===== src/rtl/mbus_pkg.sv =====
package mbus_pkg;

    typedef enum logic [3:0] {
        ST_IDLE,
        ST_T1,
        ST_T2,
        ST_TW,
        ST_T3,
        ST_HALT,
        ST_HGNT,
        ST_HOLD,
        ST_HREL
    } bus_state_e;

    localparam logic [2:0] CODE_MEM_WR = 3'b001;
    localparam logic [2:0] CODE_MEM_RD = 3'b010;
    localparam logic [2:0] CODE_IO_WR  = 3'b101;
    localparam logic [2:0] CODE_IO_RD  = 3'b110;
    localparam logic [2:0] CODE_FETCH  = 3'b011;
    localparam logic [2:0] CODE_INTA   = 3'b111;

    // s1 set means data flows toward the core
    function automatic logic code_reads(input logic [2:0] c);
        return c[1];
    endfunction

    function automatic logic code_writes(input logic [2:0] c);
        return c[0] & ~c[1];
    endfunction

    function automatic logic code_legal(input logic [2:0] c);
        return c[1:0] != 2'b00;
    endfunction

endpackage


===== src/rtl/mbus_kind_dec.sv =====
module mbus_kind_dec
    import mbus_pkg::*;
(
    input  logic [2:0] code,
    output logic       is_rd,
    output logic       is_wr
);
    always_comb begin
        is_rd = code_reads(code);
        is_wr = code_writes(code);
    end
endmodule


===== src/rtl/mbus_seq.sv =====
module mbus_seq
    import mbus_pkg::*;
#(
    parameter int AW = 16,
    parameter int DW = 8
) (
    input  logic          clk,
    input  logic          rst_n,
    input  logic          req_valid,
    input  logic [2:0]    req_code,
    input  logic [AW-1:0] req_addr,
    input  logic [DW-1:0] req_wdata,
    input  logic          halt,
    input  logic          ready,
    input  logic          hold,
    input  logic [DW-1:0] ad_in,
    output bus_state_e    state,
    output logic [2:0]    cur_code,
    output logic [AW-1:0] cur_addr,
    output logic [DW-1:0] cur_wdata,
    output logic          req_ready,
    output logic          rsp_valid,
    output logic [DW-1:0] rsp_data
);
    typedef struct packed {
        bus_state_e    st;
        logic [2:0]    code;
        logic [AW-1:0] addr;
        logic [DW-1:0] wdata;
        logic [DW-1:0] rdata;
        logic          rvalid;
    } seq_t;

    seq_t seq_d, seq_q;
    logic take;

    always_comb begin
        seq_d        = seq_q;
        seq_d.rvalid = 1'b0;
        req_ready    = ((seq_q.st == ST_IDLE) || (seq_q.st == ST_T3)) && !hold;
        take         = req_valid && req_ready;

        case (seq_q.st)
            ST_IDLE, ST_T3: begin
                if (hold) begin
                    seq_d.st = ST_HGNT;
                end else if (take) begin
                    if (code_legal(req_code)) begin
                        seq_d.st    = ST_T1;
                        seq_d.code  = req_code;
                        seq_d.addr  = req_addr;
                        seq_d.wdata = req_wdata;
                    end else begin
                        seq_d.st = ST_IDLE;
                    end
                end else if (halt) begin
                    seq_d.st = ST_HALT;
                end else begin
                    seq_d.st = ST_IDLE;
                end
            end
            ST_HALT: begin
                if (hold)       seq_d.st = ST_HGNT;
                else if (!halt) seq_d.st = ST_IDLE;
            end
            ST_T1: seq_d.st = ST_T2;
            ST_T2, ST_TW: begin
                if (ready) begin
                    seq_d.st = ST_T3;
                    if (code_reads(seq_q.code)) begin
                        seq_d.rdata  = ad_in;
                        seq_d.rvalid = 1'b1;
                    end
                end else begin
                    seq_d.st = ST_TW;
                end
            end
            ST_HGNT: seq_d.st = ST_HOLD;
            ST_HOLD: begin
                if (!hold) seq_d.st = ST_HREL;
            end
            ST_HREL: seq_d.st = ST_IDLE;
            default: seq_d.st = ST_IDLE;
        endcase
    end

    always_ff @(posedge clk) begin
        if (!rst_n) begin
            seq_q.st     <= ST_IDLE;
            seq_q.code   <= '0;
            seq_q.addr   <= '0;
            seq_q.wdata  <= '0;
            seq_q.rdata  <= '0;
            seq_q.rvalid <= 1'b0;
        end else begin
            seq_q <= seq_d;
        end
    end

    assign state     = seq_q.st;
    assign cur_code  = seq_q.code;
    assign cur_addr  = seq_q.addr;
    assign cur_wdata = seq_q.wdata;
    assign rsp_valid = seq_q.rvalid;
    assign rsp_data  = seq_q.rdata;
endmodule


===== src/rtl/mbus_pin_drv.sv =====
module mbus_pin_drv
    import mbus_pkg::*;
#(
    parameter int AW = 16,
    parameter int DW = 8
) (
    input  logic          rst_n,
    input  bus_state_e    state,
    input  logic [2:0]    cur_code,
    input  logic [AW-1:0] cur_addr,
    input  logic [DW-1:0] cur_wdata,
    output logic          hlda,
    output logic          ale,
    output logic [AW-DW-1:0] addr_hi,
    output logic [DW-1:0] ad_out,
    output logic          io_m,
    output logic          s1,
    output logic          s0,
    output logic          rd_n,
    output logic          wr_n,
    output logic          addr_oe,
    output logic          ad_oe,
    output logic          ctrl_oe
);
    logic is_rd, is_wr;
    logic a_en, d_en, c_en;

    mbus_kind_dec u_dec (
        .code  (cur_code),
        .is_rd (is_rd),
        .is_wr (is_wr)
    );

    always_comb begin
        hlda   = 1'b0;
        ale    = 1'b0;
        ad_out = '0;
        {io_m, s1, s0} = 3'b000;
        rd_n   = 1'b1;
        wr_n   = 1'b1;
        a_en   = 1'b1;
        d_en   = 1'b0;
        c_en   = 1'b1;

        case (state)
            ST_T1: begin
                ale    = 1'b1;
                d_en   = 1'b1;
                ad_out = cur_addr[DW-1:0];
                {io_m, s1, s0} = cur_code;
            end
            ST_T2, ST_TW: begin
                {io_m, s1, s0} = cur_code;
                rd_n   = ~is_rd;
                wr_n   = ~is_wr;
                d_en   = is_wr;
                ad_out = is_wr ? cur_wdata : '0;
            end
            ST_T3: begin
                {io_m, s1, s0} = cur_code;
                d_en   = is_wr;
                ad_out = is_wr ? cur_wdata : '0;
            end
            ST_HGNT: hlda = 1'b1;
            ST_HOLD: begin
                hlda = 1'b1;
                a_en = 1'b0;
                c_en = 1'b0;
            end
            ST_HALT, ST_HREL: begin
                a_en = 1'b0;
                c_en = 1'b0;
            end
            default: ;
        endcase
    end

    assign addr_hi = cur_addr[AW-1:DW];
    assign addr_oe = a_en & rst_n;
    assign ad_oe   = d_en & rst_n;
    assign ctrl_oe = c_en & rst_n;
endmodule


===== src/rtl/mbus_bus_ctrl.sv =====
module mbus_bus_ctrl
    import mbus_pkg::*;
#(
    parameter int AW = 16,
    parameter int DW = 8
) (
    input  logic          clk,
    input  logic          rst_n,
    input  logic          req_valid,
    input  logic [2:0]    req_code,
    input  logic [AW-1:0] req_addr,
    input  logic [DW-1:0] req_wdata,
    output logic          req_ready,
    output logic          rsp_valid,
    output logic [DW-1:0] rsp_data,
    input  logic          halt,
    input  logic          ready,
    input  logic          hold,
    output logic          hlda,
    output logic          ale,
    output logic [AW-DW-1:0] addr_hi,
    output logic [DW-1:0] ad_out,
    input  logic [DW-1:0] ad_in,
    output logic          io_m,
    output logic          s1,
    output logic          s0,
    output logic          rd_n,
    output logic          wr_n,
    output logic          addr_oe,
    output logic          ad_oe,
    output logic          ctrl_oe
);
    bus_state_e    state;
    logic [2:0]    cur_code;
    logic [AW-1:0] cur_addr;
    logic [DW-1:0] cur_wdata;

    mbus_seq #(.AW(AW), .DW(DW)) u_seq (
        .clk       (clk),
        .rst_n     (rst_n),
        .req_valid (req_valid),
        .req_code  (req_code),
        .req_addr  (req_addr),
        .req_wdata (req_wdata),
        .halt      (halt),
        .ready     (ready),
        .hold      (hold),
        .ad_in     (ad_in),
        .state     (state),
        .cur_code  (cur_code),
        .cur_addr  (cur_addr),
        .cur_wdata (cur_wdata),
        .req_ready (req_ready),
        .rsp_valid (rsp_valid),
        .rsp_data  (rsp_data)
    );

    mbus_pin_drv #(.AW(AW), .DW(DW)) u_drv (
        .rst_n     (rst_n),
        .state     (state),
        .cur_code  (cur_code),
        .cur_addr  (cur_addr),
        .cur_wdata (cur_wdata),
        .hlda      (hlda),
        .ale       (ale),
        .addr_hi   (addr_hi),
        .ad_out    (ad_out),
        .io_m      (io_m),
        .s1        (s1),
        .s0        (s0),
        .rd_n      (rd_n),
        .wr_n      (wr_n),
        .addr_oe   (addr_oe),
        .ad_oe     (ad_oe),
        .ctrl_oe   (ctrl_oe)
    );
endmodule


===== config.mk =====
export PLATFORM = sky130hd
export DESIGN_NAME = mbus_bus_ctrl
export DESIGN_NICKNAME = d
export VERILOG_FILES = /design/src/rtl/mbus_pkg.sv /design/src/rtl/mbus_kind_dec.sv /design/src/rtl/mbus_seq.sv /design/src/rtl/mbus_pin_drv.sv /design/src/rtl/mbus_bus_ctrl.sv
export SDC_FILE = /design/constraint.sdc
export NUM_CORES = 1
export LEC_CHECK = 0
export ABC_AREA = 1
export BUFFER_PORTS_ARGS = -buffer_cell sky130_fd_sc_hd__buf_2
export CAP_MARGIN = 15
export CELL_PAD_IN_SITES_DETAIL_PLACEMENT = 1
export CELL_PAD_IN_SITES_GLOBAL_PLACEMENT = 2
export CORE_AREA = 2 2 83 101
export CTS_CLUSTER_DIAMETER = 200
export DETAILED_ROUTE_END_ITERATION = 7
export DIE_AREA = 0 0 85 103
export GPL_ROUTABILITY_DRIVEN = 0
export PLACE_DENSITY = 0.86
export SLEW_MARGIN = 20
export SYNTH_ARGS = -nofsm -noshare
export SYNTH_HDL_FRONTEND = slang
export SYNTH_SLANG_ARGS = --single-unit

===== constraint.sdc =====
create_clock -name clk -period 1.5 [get_ports clk]
set_input_delay 0.3 -clock clk [delete_from_list [all_inputs] [get_ports clk]]
set_output_delay 0.3 -clock clk [all_outputs]
set_load 0.02 [all_outputs]

# Word level (Yosys, flattened, before mapping)
# Cells that the tools add are included.
op_classes:
  addsub: 0
  mul: 0
  div_mod_pow: 0
  n_lt_le_gt_ge: 0
  eq_ne: 10
  n_shift: 0
  muxes: 21
  bitwise: 6
  n_reduce_logical: 16
op_table:
  columns: ["cell", "n"]
  rows:
  - ["one-hot mux 4 bit (6 select lines)", 1]
  - ["equality test 4 x 3 -> 1 bit (second input constant)", 4]
  - ["2-to-1 mux 4 bit", 4]
  - ["one-hot mux 8 bit (2 select lines)", 1]
  - ["2-to-1 mux 1 bit", 10]
  - ["2-to-1 mux 3 bit", 3]
  - ["equality test 4 x 2 -> 1 bit (second input constant)", 2]
  - ["2-to-1 mux 8 bit", 1]
  - ["AND reduction 3 bit", 2]
  - ["OR reduction 2 bit", 3]
  - ["OR reduction 3 bit", 2]
  - ["equality test 4 x 1 -> 1 bit (second input constant)", 1]
  - ["equality test 4 bit (second input constant)", 1]
  - ["zero test 4 bit", 1]
  - ["AND reduction 4 bit", 1]
  - ["OR reduction 4 bit", 1]
  - ["bitwise AND 1 bit", 3]
  - ["!= test 3 bit (second input constant)", 1]
  - ["NOT 1 bit", 3]
  - ["logical AND 1 bit", 2]
  - ["!= test 2 bit (second input constant)", 1]
  - ["one-hot mux 1 bit (2 select lines)", 1]
  - ["AND reduction 2 bit", 1]
  - ["nonzero test 2 bit", 1]
  - ["2 further kinds", 2]
word_totals:
  ff_bits: 40
  latch_bits: 0
  mem_bits_rw: 0
  romBits: 0
  inputBits: 41
  word_cells: 59
  mem_count: 0

# Longest topological paths before layout
# Gate-level depths: netlist (run 1).
logic_depth:
  word_depth: 7
  depth_mapped: 9

# Modules after synthesis
# A second synthesis (run 1) with hierarchy kept.
hier_totals:
  hier_cells: 271
  area_unflattened_um2: 1990.7
modules_own_cells:
  columns: ["mod", "n_inst", "cells_each", "area_each_um2", "seq_area_each_um2"]
  rows:
  - ["mbus_seq", 1, 206, 1631.6, 800.8]
  - ["mbus_pin_drv", 1, 62, 341.6, 0.0]
  - ["mbus_kind_dec", 1, 3, 17.5, 0.0]

# Least setup slack after synthesis (run 1)
# OpenSTA, ideal clock, no wires.
synth_path:
  path_kind: "register -> output"
  startpoint: "register u_seq.seq_q, in the netlist u_seq.state[3]"
  endpoint: "output port ctrl_oe"
  t_arrival_ns: 1.305
  slack_ns: -0.105
  stages_incl_launch_ff: 6
  path_buffers: 1
  path_cell_list: "dfxtp_1 inv_2 nand2_1 o21ai_0 a31oi_1 buf_4"
synth_via:
  elab_chain_cells: 4
synth_lines:
  columns: ["item", "line", "rtl"]
  rows:
  - ["start, declared", "mbus_seq.sv:34", "seq_t seq_d, seq_q;"]
  - ["start signal, assigned", "mbus_seq.sv:96", "seq_q <= seq_d;"]
  - ["equality test 4 x 3 -> 1 bit / equality test 4 bit (equally long branches)", null, null]
  - ["OR reduction 3 bit (no line) (*)", null, null]
  - ["2-to-1 mux 1 bit (*)", null, null]
  - ["bitwise AND 1 bit (*)", null, null]
  - ["end, declared", "mbus_bus_ctrl.sv:31", "output logic ctrl_oe"]
# Every way passes the cells marked *; elsewhere a longest branch is shown, timed or not.

# Final worst setup path (run 1)
layout_path:
  startpoint: "register u_seq.seq_q, in the netlist u_seq.state[2]"
  endpoint: "output port ad_oe"
layout_via:
  elab_chain_cells: 4
layout_lines:
  columns: ["item", "line", "rtl"]
  rows:
  - ["equality test 4 x 2 -> 1 bit / equality test 4 x 3 -> 1 bit (equally long branches)", "mbus_pin_drv.sv:45", "case (state)"]
  - ["OR reduction 3 bit (no line)", null, null]
  - ["one-hot mux 1 bit (2 select lines) (*)", "mbus_pin_drv.sv:45", null]
  - ["bitwise AND 1 bit (*)", "mbus_pin_drv.sv:80", "assign ad_oe = d_en & rst_n;"]
  - ["end, declared", "mbus_bus_ctrl.sv:30", "output logic ad_oe,"]
# Marked as above.

==> qor.yml, run 1 <==
status:
  status: "complete, but fails checks"
  violations: "negative setup slack"
die:
  core_area_sq_mm: 0.00788
  die-area_sq_mm: 0.00876
  die_h_microns: 103
  rows: 36
  start_util: 0.231
  io_pins: 77
  die_w_microns: 85
clock_network:
  cts_tree: "yes"
  cts_made_buffers: 5
  cts_max_level: 2
  cts_buffer_depth: 2
  clock-root-buffer: "clkbuf_8"
  clock_sinks: 40
  clk_pin_slew_worst_paths_ns: 0.08
  clkLatencyLatePin_ns: 0.28
timing:
  hold_viol: 0
  period_minus_slack_ns: 1.74
  max_slew_margin: 0.779
  period_share: 1.16
  max_freq_mhz: 576
  setup_ws_ns: -0.237
  rsz0062_at_grt: "yes"
  drv_slew: 0
  fin_skew_ns: 0.00815
  whs_ns: 0.233
  setup_tns_ns: -3.32
  setup-violations-final: 19
  tightest_slew_ns: 0.331
route:
  drt-initial-drc-count: 53
  wl_per_cell_microns: 13.9
  drt-total-wl_mm: 6.35
  dr.pass1.iters: 5
  route.detailed.drc: 0
  vias: 2027
  ant_nets: 0
  vias_per_cell: 4.45
power_and_ir_drop:
  peakVddDrop_mv: 0.483
  p_per_area_mw_per_mm2: 1100
  static-leakage-power_nw: 1.44
finish:
  layout_commonest_cell: "buf_2"
  fin_util: 0.380
  finalNetCount: 402
  antenna_cells: 0
  postLayoutCellArea_sq_mm: 0.00300
  drive_gt1_frac: 0.504
  fillers: 958
  final_cell_mix: "buf_2 (60), nor2_1 (52), dfxtp_1 (36)"
  area_growth_pct: 64.4
setup_path:
  cp.required_ns: 1.20
  cp_cell_sequence: "nor2_4 > nand2_4 > o21ai_4 > buf_6 > nand2_4 > a21oi_2 > buf_4"
  path_buf_inv: 2
  worstRegToRegCells: 12
  timing.rr.start: "u_seq.state[3]"
  startpoint_type: "flip-flop"
  critPathKind: "flip-flop to output pin"
  r2r_end: "u_seq.state[0]"
  crit_top_cell: "nand2_4"
  cpPeakStageDelay_ns: 0.37
  worst-path-max-fanout: 4
  crit_arrival_ns: 1.44
  critPathSlowestCell: "dfxtp_4"
  worstSetupEndpointType: "output pin"
  reg2reg_slack_ns: 0.03
  crit_family: "flip-flops"
yosys:
  synth_cell_type_count: 22
  syn_area_per_cell_sq_um: 7.04
  synth-warning-count: 0
  syn_nets: 300
  syn_inst: 259
  yosys_register_bits: 40
  synthesis.area_sq_mm: 0.00182
  ys_seq_area_frac: 0.439
min_path:
  hold_depth: 3
  hp-start: "req_addr[2]"
  hp-class: "input port to flip-flop"
  min_to: "u_seq.cur_addr[2]"
global_routing:
  grt_pass1_vias: 2046
  grt_usage: 0.137
  grt_overflow: 0
  grt_pass1_wl_mm: 9.67
  grt_start_max_net_pins: 33
  antenna_found_initial: 0
run:
  max-cap-violations: 0
placed_design:
  postPlaceCellArea_sq_mm: 0.00235
  numPortBuffers: 76
  place_hpwl_mm: 4.33
[cell type report]
cell class	instances	area, sq um	area share
inverters	27	119	0.0396
multi-input cells	176	1020	0.342
flip-flops and latches	40	813	0.271
repair buffers	111	793	0.265
clock inverters	2	60.1	0.0200
well taps	95	119	0.0396
clock buffers	5	68.8	0.0230
[cells by family (layout without fill, tap and decap cells)]
kind of cell,count (synthesis),in the layout,share of synthesized area
AND/OR/NAND/NOR,124,126,0.293
buffers and inverters,45,145,0.127
AO/OA/AOI/OAI,50,50,0.141
flip-flops,40,40,0.439
[worst max path at each step]
| stage | to | from | depth (start not counted) |
|---|---|---|---|
| after floorplan | io_m | u_seq.state[0] | 6 |
| after global placement | io_m | u_seq.state[0] | 6 |
| after detailed placement | s0 | u_seq.state[0] | 6 |
| after CTS | ad_out[4] | u_seq.state[1] | 7 |
| after global routing | ad_oe | u_seq.state[2] | 7 |
| final | ad_oe | u_seq.state[2] | 7 |
[Yosys cell counts, drive strengths merged]
cell type / n / area [sq um]
nor3: 1 / 5.00
dfxtp: 40 / 801
nand4: 2 / 27.5
a21oi: 12 / 60.1
inv: 27 / 101
a31oi: 2 / 12.5
o21ai: 36 / 184
nor2: 66 / 263
clkbuf: 5 / 23.8
nand3: 16 / 92.6
buf: 13 / 106
nand2: 39 / 146
[stage by stage]
stage               worst slack [ns]  std cells  power (W)
floorplan                    -0.0635        259    0.00163
global placement             -0.0816        431    0.00189
detailed placement            -0.209        431    0.00191
CTS                           -0.225        445    0.00309
global route                  -0.323        456    0.00347
finish                        -0.237        456    0.00329
[repair_timing]
item,CTS,global route
hold buffers,0,0
pin swaps,4,16
setup buffers,7,9
setup endpoints to repair,20,54
gates resized for setup,45,85
gates cloned,0,3
endpoints found under the hold margin,0,0
[sequential cells by signal, summed over array words and instances (netlist names)]
name,count
u_seq.cur_addr,16
u_seq.cur_code,3
u_seq.cur_wdata,8
u_seq.rsp_data,8
u_seq.rsp_valid,1
u_seq.state,4
[power by group]
group	total, W	switching, W	internal, W
Clock	0.00103	0.000375	0.000655
Combinational	0.00105	0.000587	0.000464
Sequential	0.00121	0.0000580	0.00115
Total	0.00329	0.00102	0.00227
[worst register-to-register path: stages (launching register included)]
cell,delay [ns]
dfxtp_4,0.37
inv_4,0.07
nand2_4,0.05
buf_6,0.11
buf_6,0.11
buf_6,0.12
nor3_4,0.20
nand2_2,0.09
nand2_2,0.06
inv_2,0.05
nand3_2,0.07
nand2_1,0.06
inv_1,0.06
[per-layer routing]
metal  up-vias  wire (microns)  global-route usage
li1       1019               -                   -
met1       952            2540               0.169
met3         6             242              0.0232
met4         0              53              0.0269
met2        50            3510               0.252
met5         -               0                   0
Power figures use the tool's default switching activity.
==> inputs of run 2 (changes only) <==
- ABC_AREA: 1 -> 0
- CORE_AREA: 2 2 83 101 -> 2 2 82 100
- DIE_AREA: 0 0 85 103 -> 0 0 84 102
==> qor.yml, run 2 <==
status:
  status: "complete, but fails checks"
  violations: "negative setup slack"
timing:
  setup_tns_ns: -21.41
  drv_slew: 0
  fin_skew_ns: 0.00976
  rsz0062_at_grt: "yes"
  hold_viol: 0
  period_share: 1.43
  period_minus_slack_ns: 2.14
  max_slew_margin: 0.668
  tightest_slew_ns: 0.498
  setup-violations-final: 57
  max_freq_mhz: 466
  setup_ws_ns: -0.644
global_routing:
  antenna_found_initial: 0
  grt_start_max_net_pins: 54
  grt_pass1_vias: 1991
  grt_pass1_wl_mm: 10.1
  grt_usage: 0.150
  grt_overflow: 0
yosys:
  yosysMostFrequentCell: "nand2_1"
  syn_area_per_cell_sq_um: 8.94
  syn_nets: 266
  yosysTopAreaCell: "dfxtp_1"
  synthArstFlopShare: 0
  yosys_register_bits: 40
  synth-warning-count: 0
  synth_top_area_share: 0.398
  synth_enable_flop_cells: 0
  synth_top_flop_cell: "dfxtp_1"
  synth.area.top_cells: "dfxtp_1 (40%), mux2i_1 (16%), nand2_1 (13%)"
  synthesis.area_sq_mm: 0.00201
  ys_seq_area_frac: 0.398
  syn_inst: 225
  synth_cell_type_count: 39
  ys_top_cells_by_count: "nand2_1 (71), dfxtp_1 (40), mux2i_1 (33)"
clock_network:
  cts_max_level: 2
  clock_sinks: 40
  cts_tree: "yes"
  cts_buffer_depth: 2
  cts_made_buffers: 5
  clk_pin_slew_worst_paths_ns: 0.08
  clock-root-buffer: "clkbuf_8"
  cts_hold_buf: 0
  clkLatencyLatePin_ns: 0.29
min_path:
  hp-class: "input port to flip-flop"
finish:
  antenna_cells: 0
  final_cell_mix: "nand2_1 (71), buf_2 (58), dfxtp_1 (38)"
  area_growth_pct: 55.8
  fin_cells: 417
  layout_commonest_cell: "nand2_1"
  largest_reg_flops: 16
  postLayoutCellArea_sq_mm: 0.00313
  finalNetCount: 366
  drive_gt1_frac: 0.474
power_and_ir_drop:
  static-leakage-power_nw: 1.34
  peakVddDrop_mv: 0.553
  p_per_area_mw_per_mm2: 824
  p_total_w: 0.00258
route:
  vias: 1929
  vias_per_cell: 4.63
  route.detailed.drc: 0
  ant_nets: 0
  drt-initial-drc-count: 45
  dr.pass1.iters: 3
  drt-total-wl_mm: 6.33
  wl_per_cell_microns: 15.2
setup_path:
  critPathSlowestCell: "or3b_4"
  crit_family: "compound AO/OA/AOI/OAI gates"
  worstSetupEndpointType: "output pin"
  cp_cell_sequence: "or3b_4 > a2111oi_4 > buf_4 > a22o_1 > buf_6"
  critPathKind: "flip-flop to output pin"
  path_buf_inv: 2
  startpoint_type: "flip-flop"
  crit_arrival_ns: 1.84
  cpPeakStageDelay_ns: 0.38
  worst-path-max-fanout: 6
  cp.required_ns: 1.20
die:
  die_w_microns: 84
  start_util: 0.265
  io_pins: 77
  core_area_sq_mm: 0.00758
  die_h_microns: 102
  die-area_sq_mm: 0.00857
  rows: 35
placed_design:
  place_inst: 393
  pre_cts_ws_ns: -0.412
  numPortBuffers: 76
  place_hpwl_mm: 4.29
  postPlaceCellArea_sq_mm: 0.00257
run:
  max-cap-violations: 0
==> run 2: through the flow <==
stage	hold slack [ns]	utilization
after floorplan	0.411	-
after global placement	0.440	0.339
after detailed placement	0.445	0.339
after CTS	0.239	0.408
after global routing	0.241	0.414
final	0.243	0.414
==> run 2: worst reg2reg max path: stages, from the launching register on <==
cell and delay [ns]:
dfxtp_2 0.33, buf_4 0.13, buf_6 0.11, buf_8 0.12, buf_8 0.12, or2_4 0.26
nor4_4 0.29, buf_6 0.20, buf_12 0.15, mux2i_1 0.19
==> run 2: worst paths after layout <==
| check | start | to | slack [ns] | depth (start not counted) |
|---|---|---|---|---|
| max | u_seq.state[0] | ad_out[5] | -0.64 | 5 |
| min | ad_in[7] | u_seq.rsp_data[7] | 0.24 | 3 |
| max reg2reg | u_seq.state[1] | u_seq.cur_wdata[1] | -0.47 | 9 |
| min reg2reg | u_seq.rsp_data[0] | u_seq.rsp_data[0] | 0.46 | 2 |
==> run 2: logic make-up after synthesis <==
kind of cell           after synthesis  synth area share
XOR/XNOR                             1           0.00436
AND/OR/NAND/NOR                     97             0.231
flip-flops                          40             0.398
multiplexers                        33             0.164
AO/OA/AOI/OAI                       24             0.105
buffers and inverters               30            0.0971
==> run 2: report_power, final <==
part / leakage (nW) / switching [W] / internal, W
Combinational: 0.973 / 0.000357 / 0.000398
Clock: 0.0410 / 0.000372 / 0.000317
Sequential: 0.325 / 0.0000283 / 0.00111
==> run 2: area by class of cell <==
cell class | count | area [sq um]
repair buffers | 118 | 948
flip-flops and latches | 40 | 803
well taps | 92 | 115
multi-input cells | 155 | 1170
fillers | 896 | 4440
clock buffers | 6 | 72.6
inverters | 5 | 18.8
clock inverters | 1 | 5.00
==> run 2: metal layers <==
| metal | vias up | global-route usage | wire, microns |
|---|---|---|---|
| met5 | - | 0 | 0 |
| met4 | 0 | 0.0447 | 85 |
| met3 | 8 | 0.0388 | 301 |
| met2 | 53 | 0.291 | 3410 |
| met1 | 920 | 0.160 | 2530 |
| li1 | 948 | - | - |
==> run 2: repair_timing <==
item | CTS | global route
resized for setup | 67 | 17
setup buffers | 16 | 2
pin swaps | 24 | 12
gates cloned | 3 | 0
endpoints found under the setup margin | 53 | 58
